`src/rtl/wcx_pkg.sv`:
```
package wcx_pkg;
  typedef enum logic [3:0] {
    CMD_NOP       = 4'd0,
    CMD_RECALL    = 4'd1,
    CMD_SAVE      = 4'd2,
    CMD_STORE_DAT = 4'd3,
    CMD_ROR       = 4'd4,
    CMD_ROR_ALL   = 4'd5,
    CMD_DEC       = 4'd6,
    CMD_DEC_ALL   = 4'd7,
    CMD_RCL_ALL   = 4'd8,
    CMD_RD_NV     = 4'd9,
    CMD_RD_WIPER  = 4'd10,
    CMD_WRITE     = 4'd11,
    CMD_SHL       = 4'd12,
    CMD_SHL_ALL   = 4'd13,
    CMD_INC       = 4'd14,
    CMD_INC_ALL   = 4'd15
  } cmd_e;

  typedef enum logic [2:0] {
    OP_HOLD, OP_LOAD, OP_RECALL, OP_INC, OP_DEC, OP_ROR, OP_SHL
  } op_e;

  function automatic logic is_adjust(input logic [3:0] c);
    case (cmd_e'(c))
      CMD_ROR, CMD_ROR_ALL, CMD_DEC, CMD_DEC_ALL,
      CMD_SHL, CMD_SHL_ALL, CMD_INC, CMD_INC_ALL: return 1'b1;
      default: return 1'b0;
    endcase
  endfunction

  function automatic logic is_broadcast(input logic [3:0] c);
    case (cmd_e'(c))
      CMD_ROR_ALL, CMD_DEC_ALL, CMD_SHL_ALL, CMD_INC_ALL, CMD_RCL_ALL: return 1'b1;
      default: return 1'b0;
    endcase
  endfunction

  function automatic op_e cmd_to_op(input logic [3:0] c);
    case (cmd_e'(c))
      CMD_WRITE:                 return OP_LOAD;
      CMD_RECALL, CMD_RCL_ALL:   return OP_RECALL;
      CMD_INC, CMD_INC_ALL:      return OP_INC;
      CMD_DEC, CMD_DEC_ALL:      return OP_DEC;
      CMD_ROR, CMD_ROR_ALL:      return OP_ROR;
      CMD_SHL, CMD_SHL_ALL:      return OP_SHL;
      default:                   return OP_HOLD;
    endcase
  endfunction
endpackage

```
`src/rtl/wcx_cmd_decode.sv`:
```
module wcx_cmd_decode
  import wcx_pkg::*;
#(
  parameter int NUM_CH = 2,
  parameter int AW     = 4
) (
  input  logic          clk_i,
  input  logic          rst_ni,
  input  logic          exec_i,
  input  logic          full_frame_i,
  input  logic [3:0]    cmd_i,
  input  logic [AW-1:0] addr_i,
  output logic          go_o,
  output logic [3:0]    ecmd_o,
  output logic [AW-1:0] eaddr_o,
  output logic          addr_ok_o,
  output op_e           ch_op_o [NUM_CH]
);
  logic          rep_vld_q;
  logic [3:0]    rep_cmd_q;
  logic [AW-1:0] rep_addr_q;

  // remembered adjustment command for bare strobes
  always_ff @(posedge clk_i or negedge rst_ni) begin
    if (!rst_ni) begin
      rep_vld_q  <= 1'b0;
      rep_cmd_q  <= '0;
      rep_addr_q <= '0;
    end else if (exec_i && full_frame_i) begin
      rep_vld_q  <= is_adjust(cmd_i);
      rep_cmd_q  <= cmd_i;
      rep_addr_q <= addr_i;
    end
  end

  assign go_o    = exec_i && (full_frame_i || rep_vld_q);
  assign ecmd_o  = full_frame_i ? cmd_i  : rep_cmd_q;
  assign eaddr_o = full_frame_i ? addr_i : rep_addr_q;

  always_comb begin
    addr_ok_o = 1'b0;
    for (int c = 0; c < NUM_CH; c++)
      if (eaddr_o == AW'(c)) addr_ok_o = 1'b1;
  end

  op_e base_op;
  logic bcast;
  assign base_op = cmd_to_op(ecmd_o);
  assign bcast   = is_broadcast(ecmd_o);

  for (genvar g = 0; g < NUM_CH; g++) begin : g_op
    logic hit;
    assign hit = bcast || (eaddr_o == AW'(g));
    assign ch_op_o[g] = (go_o && hit) ? base_op : OP_HOLD;
  end
endmodule

```
`src/rtl/wcx_wiper_slice.sv`:
```
module wcx_wiper_slice
  import wcx_pkg::*;
#(
  parameter int W        = 10,
  parameter int RST_CODE = 512
) (
  input  logic         clk_i,
  input  logic         rst_ni,
  input  op_e          op_i,
  input  logic [W-1:0] data_i,
  input  logic [W-1:0] nv_i,
  output logic [W-1:0] wiper_o
);
  localparam logic [W-1:0] MAX = {W{1'b1}};

  logic [W-1:0] cur_q, nxt;

  always_comb begin
    nxt = cur_q;
    case (op_i)
      OP_LOAD:   nxt = data_i;
      OP_RECALL: nxt = nv_i;
      OP_INC:    nxt = (cur_q == MAX) ? MAX : cur_q + W'(1);
      OP_DEC:    nxt = (cur_q == '0) ? '0 : cur_q - W'(1);
      OP_ROR:    nxt = {cur_q[0], cur_q[W-1:1]};
      OP_SHL:    nxt = cur_q[W-1] ? MAX : {cur_q[W-2:0], 1'b0};
      default:   nxt = cur_q;
    endcase
  end

  always_ff @(posedge clk_i or negedge rst_ni) begin
    if (!rst_ni) cur_q <= W'(RST_CODE);
    else         cur_q <= nxt;
  end

  assign wiper_o = cur_q;
endmodule

```
`src/rtl/wcx_xfer_port.sv`:
```
module wcx_xfer_port
  import wcx_pkg::*;
#(
  parameter int W      = 10,
  parameter int NUM_CH = 2,
  parameter int AW     = 4
) (
  input  logic                clk_i,
  input  logic                rst_ni,
  input  logic                go_i,
  input  logic [3:0]          cmd_i,
  input  logic [AW-1:0]       addr_i,
  input  logic                addr_ok_i,
  input  logic [W-1:0]        data_i,
  input  logic [NUM_CH*W-1:0] wiper_i,
  input  logic [NUM_CH*W-1:0] nv_i,
  output logic [W-1:0]        rb_data_o,
  output logic                rb_load_o,
  output logic                st_req_o,
  output logic [AW-1:0]       st_addr_o,
  output logic [W-1:0]        st_data_o
);
  logic [W-1:0] sel_w, sel_nv;

  always_comb begin
    sel_w  = '0;
    sel_nv = '0;
    for (int c = 0; c < NUM_CH; c++)
      if (addr_i == AW'(c)) begin
        sel_w  = wiper_i[c*W +: W];
        sel_nv = nv_i[c*W +: W];
      end
  end

  logic act;
  assign act = go_i && addr_ok_i;

  always_ff @(posedge clk_i or negedge rst_ni) begin
    if (!rst_ni) begin
      rb_data_o <= '0;
      rb_load_o <= 1'b0;
      st_req_o  <= 1'b0;
      st_addr_o <= '0;
      st_data_o <= '0;
    end else begin
      rb_load_o <= 1'b0;
      st_req_o  <= 1'b0;
      if (act) begin
        case (cmd_e'(cmd_i))
          CMD_RD_WIPER: begin rb_data_o <= sel_w;  rb_load_o <= 1'b1; end
          CMD_RD_NV:    begin rb_data_o <= sel_nv; rb_load_o <= 1'b1; end
          CMD_SAVE: begin
            st_req_o  <= 1'b1;
            st_addr_o <= addr_i;
            st_data_o <= sel_w;
          end
          CMD_STORE_DAT: begin
            st_req_o  <= 1'b1;
            st_addr_o <= addr_i;
            st_data_o <= data_i;
          end
          default: ;
        endcase
      end
    end
  end
endmodule

```
`src/rtl/wiper_cmd_exec.sv`:
```
module wiper_cmd_exec
  import wcx_pkg::*;
#(
  parameter int W        = 10,
  parameter int NUM_CH   = 2,
  parameter int AW       = 4,
  parameter int RST_CODE = 1 << (W - 1)
) (
  input  logic                clk_i,
  input  logic                rst_ni,
  input  logic                exec_i,
  input  logic                full_frame_i,
  input  logic [3:0]          cmd_i,
  input  logic [AW-1:0]       addr_i,
  input  logic [W-1:0]        data_i,
  input  logic [NUM_CH*W-1:0] nv_words_i,
  output logic [NUM_CH*W-1:0] wiper_o,
  output logic [W-1:0]        rb_data_o,
  output logic                rb_load_o,
  output logic                st_req_o,
  output logic [AW-1:0]       st_addr_o,
  output logic [W-1:0]        st_data_o
);
  logic          go;
  logic [3:0]    ecmd;
  logic [AW-1:0] eaddr;
  logic          addr_ok;
  op_e           ch_op [NUM_CH];

  wcx_cmd_decode #(.NUM_CH(NUM_CH), .AW(AW)) u_dec (
    .clk_i        (clk_i),
    .rst_ni       (rst_ni),
    .exec_i       (exec_i),
    .full_frame_i (full_frame_i),
    .cmd_i        (cmd_i),
    .addr_i       (addr_i),
    .go_o         (go),
    .ecmd_o       (ecmd),
    .eaddr_o      (eaddr),
    .addr_ok_o    (addr_ok),
    .ch_op_o      (ch_op)
  );

  for (genvar g = 0; g < NUM_CH; g++) begin : g_ch
    wcx_wiper_slice #(.W(W), .RST_CODE(RST_CODE)) u_slice (
      .clk_i   (clk_i),
      .rst_ni  (rst_ni),
      .op_i    (ch_op[g]),
      .data_i  (data_i),
      .nv_i    (nv_words_i[g*W +: W]),
      .wiper_o (wiper_o[g*W +: W])
    );
  end

  wcx_xfer_port #(.W(W), .NUM_CH(NUM_CH), .AW(AW)) u_xfer (
    .clk_i     (clk_i),
    .rst_ni    (rst_ni),
    .go_i      (go),
    .cmd_i     (ecmd),
    .addr_i    (eaddr),
    .addr_ok_i (addr_ok),
    .data_i    (data_i),
    .wiper_i   (wiper_o),
    .nv_i      (nv_words_i),
    .rb_data_o (rb_data_o),
    .rb_load_o (rb_load_o),
    .st_req_o  (st_req_o),
    .st_addr_o (st_addr_o),
    .st_data_o (st_data_o)
  );
endmodule

```
`config.mk`:
```
export PLATFORM = sky130hd
export DESIGN_NAME = wiper_cmd_exec
export DESIGN_NICKNAME = d
export VERILOG_FILES = /design/src/rtl/wcx_pkg.sv /design/src/rtl/wcx_cmd_decode.sv /design/src/rtl/wcx_wiper_slice.sv /design/src/rtl/wcx_xfer_port.sv /design/src/rtl/wiper_cmd_exec.sv
export SDC_FILE = /design/constraint.sdc
export NUM_CORES = 1
export LEC_CHECK = 0
export BUFFER_PORTS_ARGS = -buffer_cell sky130_fd_sc_hd__buf_2
export CORE_MARGIN = 2
export CORE_UTILIZATION = 37
export CTS_BUF_LIST = sky130_fd_sc_hd__clkbuf_16
export DETAILED_ROUTE_END_ITERATION = 8
export SYNTH_ARGS = -nofsm -noshare
export SYNTH_HDL_FRONTEND = slang
export SYNTH_SLANG_ARGS = --single-unit
```
`constraint.sdc`:
```
create_clock -name clk_i -period 2.5 [get_ports clk_i]
set_clock_uncertainty 0.05 [all_clocks]
set_input_delay 0.125 -clock clk_i [delete_from_list [all_inputs] [get_ports clk_i]]
set_output_delay 0.125 -clock clk_i [all_outputs]
set_load 0.1 [all_outputs]
```
==> results of run 1 <==
## report_power, final
part	switching [W]	internal [W]	total, W
clock	0.000347	0.000479	0.000826
sequential	0.000368	0.00113	0.00149
combinational	0.00272	0.00102	0.00374
## state kept, by name (all words and copies together) (netlist names)
name                  cells
u_xfer.rb_load_o          1
u_xfer.st_req_o           1
u_dec.rep_addr_q          4
g_ch.u_slice.wiper_o     20
u_dec.rep_cmd_q           4
u_xfer.st_addr_o          4
u_xfer.rb_data_o         10
u_xfer.st_data_o         10
## how the worst max path moves through the flow
stage | end | slack [ns] | from | cells after the start
6_report | u_xfer.rb_data_o[3] | 0.07 | u_dec.rep_addr_q[1] | 6
5_1_grt | g_ch[0].u_slice.wiper_o[6] | 0.005 | u_dec.rep_addr_q[1] | 7
4_1_cts | g_ch[0].u_slice.wiper_o[3] | 0.007 | u_dec.rep_addr_q[1] | 7
3_5_place_dp | g_ch[0].u_slice.wiper_o[3] | -0.04 | full_frame_i | 10
3_3_place_gp | g_ch[0].u_slice.wiper_o[3] | -0.01 | full_frame_i | 10
2_1_floorplan | g_ch[0].u_slice.wiper_o[0] | -0.04 | g_ch[0].u_slice.wiper_o[1] | 9
## layout make-up
class,instances,area [um^2],area share
multi-input combinational,410,2890,0.521
sequential,54,1380,0.248
timing repair buffer,145,886,0.160
tap,143,179,0.0323
clock buffer,5,125,0.0226
clock inverter,3,47.5,0.00859
inverter,10,37.5,0.00678
## placed cells by master (no fill, tap or decap), types with 8 or more instances in the layout
| cell | instances |
|---|---|
| a21o_1 | 8 |
| a21oi_1 | 12 |
| a22o_1 | 19 |
| buf_2 | 87 |
| buf_4 | 56 |
| dfrtp_1 | 39 |
| dfrtp_2 | 11 |
| inv_1 | 10 |
| mux2_2 | 33 |
| nand2_1 | 57 |
| nand3_1 | 16 |
| nand4_1 | 9 |
| nor2_1 | 41 |
| nor3_1 | 8 |
| o21ai_0 | 28 |
| o22ai_1 | 17 |
| o2bb2ai_1 | 9 |
| xnor2_1 | 11 |
## repair_timing
item	4_1_cts	5_1_grt
resized for setup	5	12
pin swaps	0	2
endpoints found under the hold margin	26	0
setup endpoints to repair	3	13
hold buffers	1	0
cloned	0	0
setup buffers	0	1
## logic make-up after synthesis
| family | count (synthesis) |
|---|---|
| AOI/OAI and AO/OA | 174 |
| xor gates and xnor gates | 14 |
| adders and majority gates | 4 |
| buffers and inverters | 52 |
| DFF | 54 |
| muxes | 40 |
| and+or+nand+nor | 178 |
## per-stage QoR
step | cell area (um^2) | std cells | hold slack, ns
3_5_place_dp | 5280 | 760 | 0.177
5_1_grt | 5540 | 770 | 0.0358
4_1_cts | 5480 | 769 | 0.0203
2_1_floorplan | 4420 | 516 | -0.221
3_3_place_gp | 5280 | 760 | 0.174
6_report | 5540 | 770 | 0.0213
## layer usage
metal | wire length [um] | global-route usage | vias to the layer above
met3 | 1320 | 0.0364 | 40
met1 | 6920 | 0.350 | 2321
met4 | 516 | 0.0951 | 0
li1 | - | - | 2193
met2 | 7300 | 0.401 | 233
met5 | 0 | 0 | -
## critical path: stages (launching register included)
cell	delay, ns
dfrtp_1	0.39
or4_4	0.54
buf_4	0.17
a21o_1	0.17
nor4_2	0.40
buf_4	0.26
mux2_2	0.35
==> results.cfg, run 1 <==
[critical_path]
rr_startpoint = u_dec.rep_addr_q[1]
crit_fanout = 11
critPathCaptureType = register
worstPathArrival_ns = 2.57
rr_endpoint = u_xfer.rb_data_o[3]
worst_setup_path_start_kind = register
r2r_cells = 6
worst-r2r-setup-slack_ns = 0.07
crit_type = reg2reg
critPathRequiredTime_ns = 2.64

[floorplanning]
core_mm2 = 0.0115
dieArea_mm2 = 0.0128
die_w_um = 113
die_y_um = 113
rows = 39
initial_core_util = 0.381
ios = 88

[final_layout]
num_antenna_cells = 0
nets = 672
syn2layout_area_growth_pct = 26.0
drive_gt1_frac = 0.368
post-route-util = 0.481
fill_cells = 1139

[timing]
setup_slack_ns = 0.0663
max_freq_ghz = 0.411
drv_slew = 0
slew_headroom = 0.435
rsz0062_at_grt = false
tightest_slew_ns = 0.839
fin_crit_sh = 0.973
post-route-min-period_ns = 2.43
hold_viol = 0
setup_viol = 0
final.setup.tns_ns = 0

[route]
routed_via_density = 6.22
routed_wl_mm = 16.0
ant_nets = 0
drt-wirelength-per-cell_um = 20.8
num_vias = 4787
drtIter0Drc = 438
drt-pass1-iter-count = 7
drcViolationCount = 5

[global_route]
grt_pass1_vias = 4622
grt_usage = 0.252
grt_max_degree = 30
grt_pass1_wl_mm = 25.5
antenna_found_initial = 0
gr-total-overflow = 0

[yosys]
yosys_warnings = 0
ys_ff_latch = 54
synth-simple-area-share = 0.198
synth-compound-area-share = 0.304
yosys-top-cells-area = dfrtp_1 30%, mux2_2 8.5%, nand2_1 5.0%
ys_types = 68
yosys_most_used_dff = dfrtp_1
syn_area_mm2 = 0.00439
synth_edf_count = 0
muxShareOfSynthArea = 0.101
synth_xor_area_frac = 0.0279
yosysMostFrequentCell = nand2_1
seq_area_frac_synth = 0.308
synth_top_cell_by_area = dfrtp_1
syn-num-nets = 562
synth_common_cells = 58 x nand2_1, 52 x dfrtp_1, 42 x nor2_1
synth_top_family_by_area = compound AO/OA/AOI/OAI gates
postSynthAreaPerCell_um2 = 8.51
synthAdderAreaFrac = 0.0114
netlist_instances = 516
synth_top_cell_area_share = 0.296
synthArstFlopShare = 1.00

[power]
p_leak_nw = 2.45
finalPower_w = 0.00606
p_per_area_mw_per_mm2 = 1100
vdd_drop_max_mv = 0.683

[hold_path]
hp-start = addr_i[3]
hold_end = u_dec.rep_addr_q[3]
min_delay_path_depth = 2
hold_path.class = in2reg

[cts]
cts_tree = done
cts_max_level = 2
root_buffer = clkbuf_16
worstSkewPairLatency_ns = 0.30
clkSlewWorstSetupHoldPaths_ns = 0.08
cts_buffers = 5
cts_buffer_depth = 2
clock_sinks = 54

[place]
pre_cts_slack_ns = -0.0440
place_congestion = 0.965
hpwl_mm = 12.4
io_buffers = 87

[run_status]
violations = DRC
outcome = finished with violations

[run]
maxCapViolCount = 0
Note: power is estimated with default switching activity, not from simulation.
==> run 2, diff against run 1 <==
Settings changed: PLACE_DENSITY set to 0.56.
Clock period 2.5 ns to 2.45 ns, I/O delays scaled along.
==> results.cfg, run 2 (same netlist as run 1, synthesis figures left out) <==
[final_layout]
final_cell_area_mm2 = 0.00557
multiInputGateArea_mm2 = 0.00287
largest_reg_flops = 20
nets = 682
mostFrequentLayoutCells = 87 x buf_2, 66 x buf_4, 58 x nand2_1, 41 x nor2_1, 36 x dfrtp_1
num_antenna_cells = 0
drive_gt1_frac = 0.385
syn2layout_area_growth_pct = 26.9
seqCellArea_mm2 = 0.00138
fill_cells = 1164
layout_commonest_cell = buf_2

[route]
drcViolationCount = 6
routed_via_density = 6.13
ant_nets = 0
num_vias = 4778
drtIter0Drc = 446
drt-pass1-iter-count = 9
drt-wirelength-per-cell_um = 20.8
routed_wl_mm = 16.2

[global_route]
antenna_found_initial = 0
grt_max_degree = 33
gr-total-overflow = 0
grt_usage = 0.255
grt_pass1_vias = 4586
grt_pass1_wl_mm = 25.6

[timing]
tightest_slew_ns = 0.805
fin_crit_sh = 0.970
hold_viol = 0
setup_slack_ns = 0.0737
post-route-min-period_ns = 2.38
setup_viol = 0
max_freq_ghz = 0.421
drv_slew = 0
slew_headroom = 0.463

[critical_path]
worst_setup_path_start_kind = register
critPathCaptureType = register
crit_type = reg2reg
worstPathArrival_ns = 2.52
crit_fanout = 11
critPathRequiredTime_ns = 2.59

[floorplanning]
dieArea_mm2 = 0.0128
die_y_um = 113
initial_core_util = 0.381
die_w_um = 113
rows = 39
ios = 88
core_mm2 = 0.0115

[place]
io_buffers = 87
pre_cts_slack_ns = -0.0705
place_congestion = 0.928
placed_area_mm2 = 0.00536
hpwl_mm = 12.6

[cts]
cts_max_level = 2
clock_sinks = 54
clkSlewWorstSetupHoldPaths_ns = 0.07
worstSkewPairLatency_ns = 0.32
cts_buffers = 5
cts_buffer_depth = 2
root_buffer = clkbuf_16
cts_tree = done

[run_status]
violations = DRC
outcome = finished with violations

[hold_path]
hold_path.class = in2reg

[power]
p_per_area_mw_per_mm2 = 1110
vdd_drop_max_mv = 0.972
finalPower_w = 0.00618
p_leak_nw = 2.48

[run]
maxCapViolCount = 0
run 2: timing repair:
item                                    CTS  global route
hold buffers                              1             0
endpoints found under the setup margin    6            26
gates resized for setup                   1             8
hold endpoints to repair                 29             0
setup buffers                             2             2
pin swaps                                 1             1
run 2: metrics by stage:
| stage | util | hold slack (ns) | setup TNS (ns) | std cells |
|---|---|---|---|---|
| 2_1_floorplan | - | -0.223 | -0.0290 | 516 |
| 3_3_place_gp | 0.466 | 0.206 | -0.100 | 767 |
| 3_5_place_dp | 0.466 | 0.214 | -0.150 | 767 |
| 4_1_cts | 0.481 | 0.0112 | 0 | 778 |
| 5_1_grt | 0.484 | 0.0242 | -0.00677 | 780 |
| 6_report | 0.484 | 0.0138 | 0 | 780 |
run 2: path summary, 6_finish.rpt:
check / start / to / slack (ns) / depth (start not counted)
worst max-delay path: u_dec.rep_addr_q[1] / u_xfer.rb_data_o[2] / 0.07 / 6
worst min-delay path: addr_i[0] / u_dec.rep_addr_q[0] / 0.01 / 2
worst max register to register: u_dec.rep_addr_q[1] / u_xfer.rb_data_o[2] / 0.07 / 6
worst min register to register: u_xfer.st_data_o[1] / u_xfer.st_data_o[1] / 0.43 / 2
max in group asynchronous: rst_ni / u_xfer.st_data_o[9] / 1.15 / 3
min in group asynchronous: rst_ni / g_ch[1].u_slice.wiper_o[8] / 0.38 / 2
run 2: layout make-up:
cell class,count,share of cell area
clock inverter,3,0.00359
sequential,54,0.248
inverter,10,0.00673
multi-input combinational,410,0.514
tap,143,0.0321
timing repair buffer,155,0.172
clock buffer,5,0.0224
run 2: worst max-delay path: stages, from the launching register on:
cell     delay (ns)
dfrtp_1        0.38
or4_4          0.56
buf_4          0.16
a21o_1         0.17
nor4_2         0.34
buf_4          0.26
mux2_2         0.35
run 2: power breakdown:
group          switching [W]  internal [W]
Clock               0.000369      0.000381
Sequential          0.000310       0.00116
Combinational        0.00287       0.00109
run 2: per-layer routing:
metal / wire, um / share of wire / vias to the layer above / GRT usage
met4: 240 / 0.015 / 0 / 0.0504
met2: 7510 / 0.46 / 228 / 0.420
met1: 7090 / 0.44 / 2312 / 0.361
met3: 1350 / 0.083 / 24 / 0.0337
met5: 0 / 0 / - / 0
li1: - / - / 2214 / -
